**src/rtl/mrr_pkg.sv**
```systemverilog
package mrr_pkg;

    // Number of walks in a full schedule; the 2-bit phase counts these.
    localparam int unsigned PHASES = 4;

    typedef logic [1:0] phase_t;

    typedef enum logic [1:0] {
        BIN_SHORT = 2'd0,
        BIN_MID   = 2'd1,
        BIN_LONG  = 2'd2
    } ret_bin_e;

    typedef struct packed {
        logic     due;
        ret_bin_e bin;
    } verdict_t;

    // Shortest matching bin wins; a false hit can only shorten the period.
    function automatic ret_bin_e classify(input logic hit_short, input logic hit_mid);
        ret_bin_e b;
        if (hit_short)    b = BIN_SHORT;
        else if (hit_mid) b = BIN_MID;
        else              b = BIN_LONG;
        return b;
    endfunction

    // Short: every walk. Mid: even phases. Long: phase 0 only.
    function automatic logic bin_due(input ret_bin_e b, input phase_t ph);
        logic d;
        case (b)
            BIN_SHORT: d = 1'b1;
            BIN_MID:   d = ~ph[0];
            default:   d = (ph == 2'd0);
        endcase
        return d;
    endfunction

endpackage

```
**src/rtl/mrr_slot_timer.sv**
```systemverilog
module mrr_slot_timer #(
    parameter int unsigned SLOT_CYCLES = 7812
) (
    input  logic clk,
    input  logic rst,
    input  logic hold,
    output logic fire
);
    localparam int unsigned CW = (SLOT_CYCLES > 1) ? $clog2(SLOT_CYCLES) : 1;
    localparam logic [CW-1:0] LAST = CW'(SLOT_CYCLES - 1);

    logic [CW-1:0] cnt_q;

    // The slot ends on the last count unless a request is still waiting.
    assign fire = !hold && (cnt_q == LAST);

    always_ff @(posedge clk) begin
        if (rst) begin
            cnt_q <= '0;
        end else if (!hold) begin
            if (cnt_q == LAST) cnt_q <= '0;
            else               cnt_q <= cnt_q + 1'b1;
        end
    end
endmodule

```
**src/rtl/mrr_row_walker.sv**
```systemverilog
module mrr_row_walker
    import mrr_pkg::*;
#(
    parameter int unsigned NUM_ROWS = 8192,
    parameter int unsigned ROW_W    = 13
) (
    input  logic             clk,
    input  logic             rst,
    input  logic             step,
    output logic [ROW_W-1:0] row_q,
    output phase_t           phase_q,
    output logic             wrap
);
    localparam logic [ROW_W-1:0] LAST_ROW = ROW_W'(NUM_ROWS - 1);

    assign wrap = step && (row_q == LAST_ROW);

    always_ff @(posedge clk) begin
        if (rst) begin
            row_q   <= '0;
            phase_q <= '0;
        end else if (step) begin
            if (row_q == LAST_ROW) begin
                row_q   <= '0;
                phase_q <= phase_q + 2'd1;
            end else begin
                row_q <= row_q + 1'b1;
            end
        end
    end
endmodule

```
**src/rtl/mrr_bin_decider.sv**
```systemverilog
module mrr_bin_decider
    import mrr_pkg::*;
(
    input  logic     hit_short,
    input  logic     hit_mid,
    input  phase_t   phase,
    output verdict_t verdict
);
    always_comb begin
        verdict.bin = classify(hit_short, hit_mid);
        verdict.due = bin_due(verdict.bin, phase);
    end
endmodule

```
**src/rtl/mrr_req_stage.sv**
```systemverilog
module mrr_req_stage #(
    parameter int unsigned ROW_W = 13
) (
    input  logic             clk,
    input  logic             rst,
    input  logic             load,
    input  logic [ROW_W-1:0] load_row,
    input  logic             ready,
    output logic             valid_q,
    output logic [ROW_W-1:0] row_q,
    output logic             accept
);
    assign accept = valid_q && ready;

    always_ff @(posedge clk) begin
        if (rst) begin
            valid_q <= 1'b0;
            row_q   <= '0;
        end else if (load) begin
            valid_q <= 1'b1;
            row_q   <= load_row;
        end else if (accept) begin
            valid_q <= 1'b0;
        end
    end
endmodule

```
**src/rtl/mrr_refresh_ctrl.sv**
```systemverilog
module mrr_refresh_ctrl
    import mrr_pkg::*;
#(
    parameter int unsigned NUM_ROWS    = 8192,
    parameter int unsigned SLOT_CYCLES = 7812,
    localparam int unsigned ROW_W      = (NUM_ROWS > 1) ? $clog2(NUM_ROWS) : 1
) (
    input  logic             clk,
    input  logic             rst,
    output logic             qry_valid,
    output logic [ROW_W-1:0] qry_row,
    input  logic             qry_hit_short,
    input  logic             qry_hit_mid,
    output logic             req_valid,
    output logic [ROW_W-1:0] req_row,
    input  logic             req_ready
);
    logic             slot_fire;
    logic             walk_step;
    logic             walk_wrap;
    logic             req_accept;
    logic             req_load;
    logic [ROW_W-1:0] cur_row;
    phase_t           phase_q;
    verdict_t         verdict;

    mrr_slot_timer #(.SLOT_CYCLES(SLOT_CYCLES)) timer_i (
        .clk  (clk),
        .rst  (rst),
        .hold (req_valid),
        .fire (slot_fire)
    );

    mrr_row_walker #(.NUM_ROWS(NUM_ROWS), .ROW_W(ROW_W)) walker_i (
        .clk     (clk),
        .rst     (rst),
        .step    (walk_step),
        .row_q   (cur_row),
        .phase_q (phase_q),
        .wrap    (walk_wrap)
    );

    mrr_bin_decider decider_i (
        .hit_short (qry_hit_short),
        .hit_mid   (qry_hit_mid),
        .phase     (phase_q),
        .verdict   (verdict)
    );

    mrr_req_stage #(.ROW_W(ROW_W)) req_i (
        .clk      (clk),
        .rst      (rst),
        .load     (req_load),
        .load_row (cur_row),
        .ready    (req_ready),
        .valid_q  (req_valid),
        .row_q    (req_row),
        .accept   (req_accept)
    );

    assign qry_valid = slot_fire;
    assign qry_row   = cur_row;
    assign req_load  = slot_fire && verdict.due;
    // Advance past a row either when it is skipped or once its refresh is taken.
    assign walk_step = (slot_fire && !verdict.due) || req_accept;
endmodule

```
**config.mk**
```make
export PLATFORM = sky130hd
export DESIGN_NAME = mrr_refresh_ctrl
export DESIGN_NICKNAME = d
export VERILOG_FILES = /design/src/rtl/mrr_pkg.sv /design/src/rtl/mrr_slot_timer.sv /design/src/rtl/mrr_row_walker.sv /design/src/rtl/mrr_bin_decider.sv /design/src/rtl/mrr_req_stage.sv /design/src/rtl/mrr_refresh_ctrl.sv
export SDC_FILE = /design/constraint.sdc
export NUM_CORES = 1
export LEC_CHECK = 0
export ABC_AREA = 1
export ABC_CLOCK_PERIOD_IN_PS = 1990
export BUFFER_PORTS_ARGS = -buffer_cell sky130_fd_sc_hd__buf_2
export CAP_MARGIN = 20
export CORE_MARGIN = 2
export CORE_UTILIZATION = 51
export DETAILED_ROUTE_END_ITERATION = 16
export PLACE_DENSITY = 0.77
export SLEW_MARGIN = 20
export SYNTH_ARGS = -nofsm -noshare
export SYNTH_HDL_FRONTEND = slang
export SYNTH_HIERARCHICAL = 1
export SYNTH_SLANG_ARGS = --single-unit
```
**constraint.sdc**
```tcl
create_clock -name clk -period 1.99 [get_ports clk]
set_clock_uncertainty 0.15 [all_clocks]
set_input_delay 0.398 -clock clk [delete_from_list [all_inputs] [get_ports clk]]
set_output_delay 0.398 -clock clk [all_outputs]
set_load 0.01 [all_outputs]
```
==> results.toml <==
[logic_synthesis]
syn_nets = 300
synth_area_sq_um = 2110
syn_area_per_cell_sq_um = 7.20
synth_cells = 293
ys_warn_count = 6

[clock_tree]
cts_max_level = 2
clockRootBuffer = "clkbuf_8"
clk_pin_slew_ps = 80
clk_latency_ps = 300
clock_path_buffers = 2
cts_tree = "yes"
cts_sinks = 42
cts_buffers = 5

[pwr]
clockPowerShare = 0.483
power_density_nw_per_um2 = 678
leakage_uw = 0.00117
internal_power_uw = 1400
power_switching_share = 0.199
pwr-share-comb = 0.033
ir_worst_vdd_mv = 0.406
p_seq_frac = 0.485
total_power_uw = 1750
p_sw_uw = 350

[drt]
viasPerCell = 4.96
wl_per_cell_um = 12.5
drt_iter0_markers = 69
dr.pass1.iters = 4
final_antenna_net_count = 0
via_count = 1960
wl_um = 4920
drcViolationCount = 0

[status]
status = "complete, no violations"

[sta]
final.setup.worst_slack_ps = 35.6
finalHoldViolations = 0
setup_violations = 0
fmax_ghz = 0.512
fin_crit_ps = 1950
worstMarginPinSlew_ps = 369
slew_viol_final = 0
fin_setup_tns_ps = 0
fin_crit_sh = 0.982
relSlewSlack = 0.754

[cells_and_area]
final_cell_mix = "52 x nor2_1, 45 x nand2_1, 40 x dfxtp_1"
syn_to_final_growth_pct = 22.6
layout.nets = 351
antennaDiodeCount = 0
drive_gt1_frac = 0.287
layout_commonest_cell = "nor2_1"
design_area_sq_um = 2590
fin_util = 0.647
n_fill_cell = 365

[setup_path]
crit_family = "flip-flops"
start_kind = "flip-flop"
cp.required_ps = 1440
end_kind = "output port"
worst_ep_arrival_time_ps = 1410
crit_type = "reg2out"
cpPeakStageDelay_ps = 360
cp_slowest_cell = "dfxtp_2"
worstPathMaxFanout = 2
path_cells = "ha_4, nand3_1, nor2_2, nand2_2, inv_2, buf_4, buf_6"
cp.buffers_inverters = 3

[die]
die_y_um = 68.3
row_count = 23
start_util = 0.527
coreArea_sq_um = 4000
io_pins = 33
dieArea_sq_um = 4670
die_w_um = 68.3

[placement]
placed_area_sq_um = 2400
pre_cts_ws_ps = 39.7
port-buffer-count = 32
place.gp.congestion = 0.853
hpwl_um = 3500

[global_routing]
grt_max_degree = 18
antenna_found_initial = 0
track_usage = 0.228
grt_first_pass_wirelength_um = 7780
grt_pass1_vias = 1750
grt_overflow_total = 0

[min_path]
hp-class = "in2reg"

[job]
drv_cap = 0
[cell type report]
type	instances	area [sq um]	area share
clock buffer	6	82.6	0.0319
clock inverter	2	60.1	0.0232
inverter	42	160	0.0619
multi-input combinational	204	1080	0.419
sequential	42	843	0.326
tap	50	62.6	0.0242
timing repair buffer	49	294	0.114
[flip-flops by register name, summed over array words and instances (netlist names)]
signal	count
req_i/valid_q	1
req_i/row_q	13
walker_i/phase_q	2
walker_i/row_q	13
timer_i/cnt_q	13
[tightest hold or removal path, stage by stage]
cell,delay [ps]
buf_2,90
inv_1,30
nand2_1,60
a21oi_2,40
[worst paths after layout]
path | from | to | slack [ps] | depth (start not counted)
min reg2reg | req_i/row_q[9] | req_i/row_q[9] | 340 | 2
max reg2reg | timer_i/cnt_q[0] | walker_i/row_q[5] | 110 | 13
min | req_ready | req_i/valid_q | 210 | 4
max | timer_i/cnt_q[0] | qry_valid | 40 | 7
[what timing repair did]
| action | CTS | global route |
|---|---|---|
| resized for setup | 2 | 7 |
| setup buffers | 0 | 2 |
| pin swaps | 2 | 3 |
| hold buffers | 0 | 0 |
| setup endpoints to repair | 3 | 8 |
[stage by stage]
stage | hold WS [ps] | std cells
CTS | 214 | 393
global route | 245 | 395
global placement | 313 | 385
floorplan | 310 | 293
detailed placement | 319 | 385
finish | 215 | 395
[power by group through the flow]
stage	sequential [uW]	combinational, uW	clock, uW
floorplan	870	28.4	0
global placement	867	51.5	0
detailed placement	867	52.7	0
CTS	848	53.5	856
global route	851	64.6	888
finish	850	57.1	846
[layer usage]
metal	global-route usage	part of all wire	routed length [um]
met5	0	0	0
met4	0.128	0.019	93
met3	0.0411	0.029	143
met2	0.380	0.49	2410
met1	0.276	0.46	2270
Power figures use the tool's default switching activity.
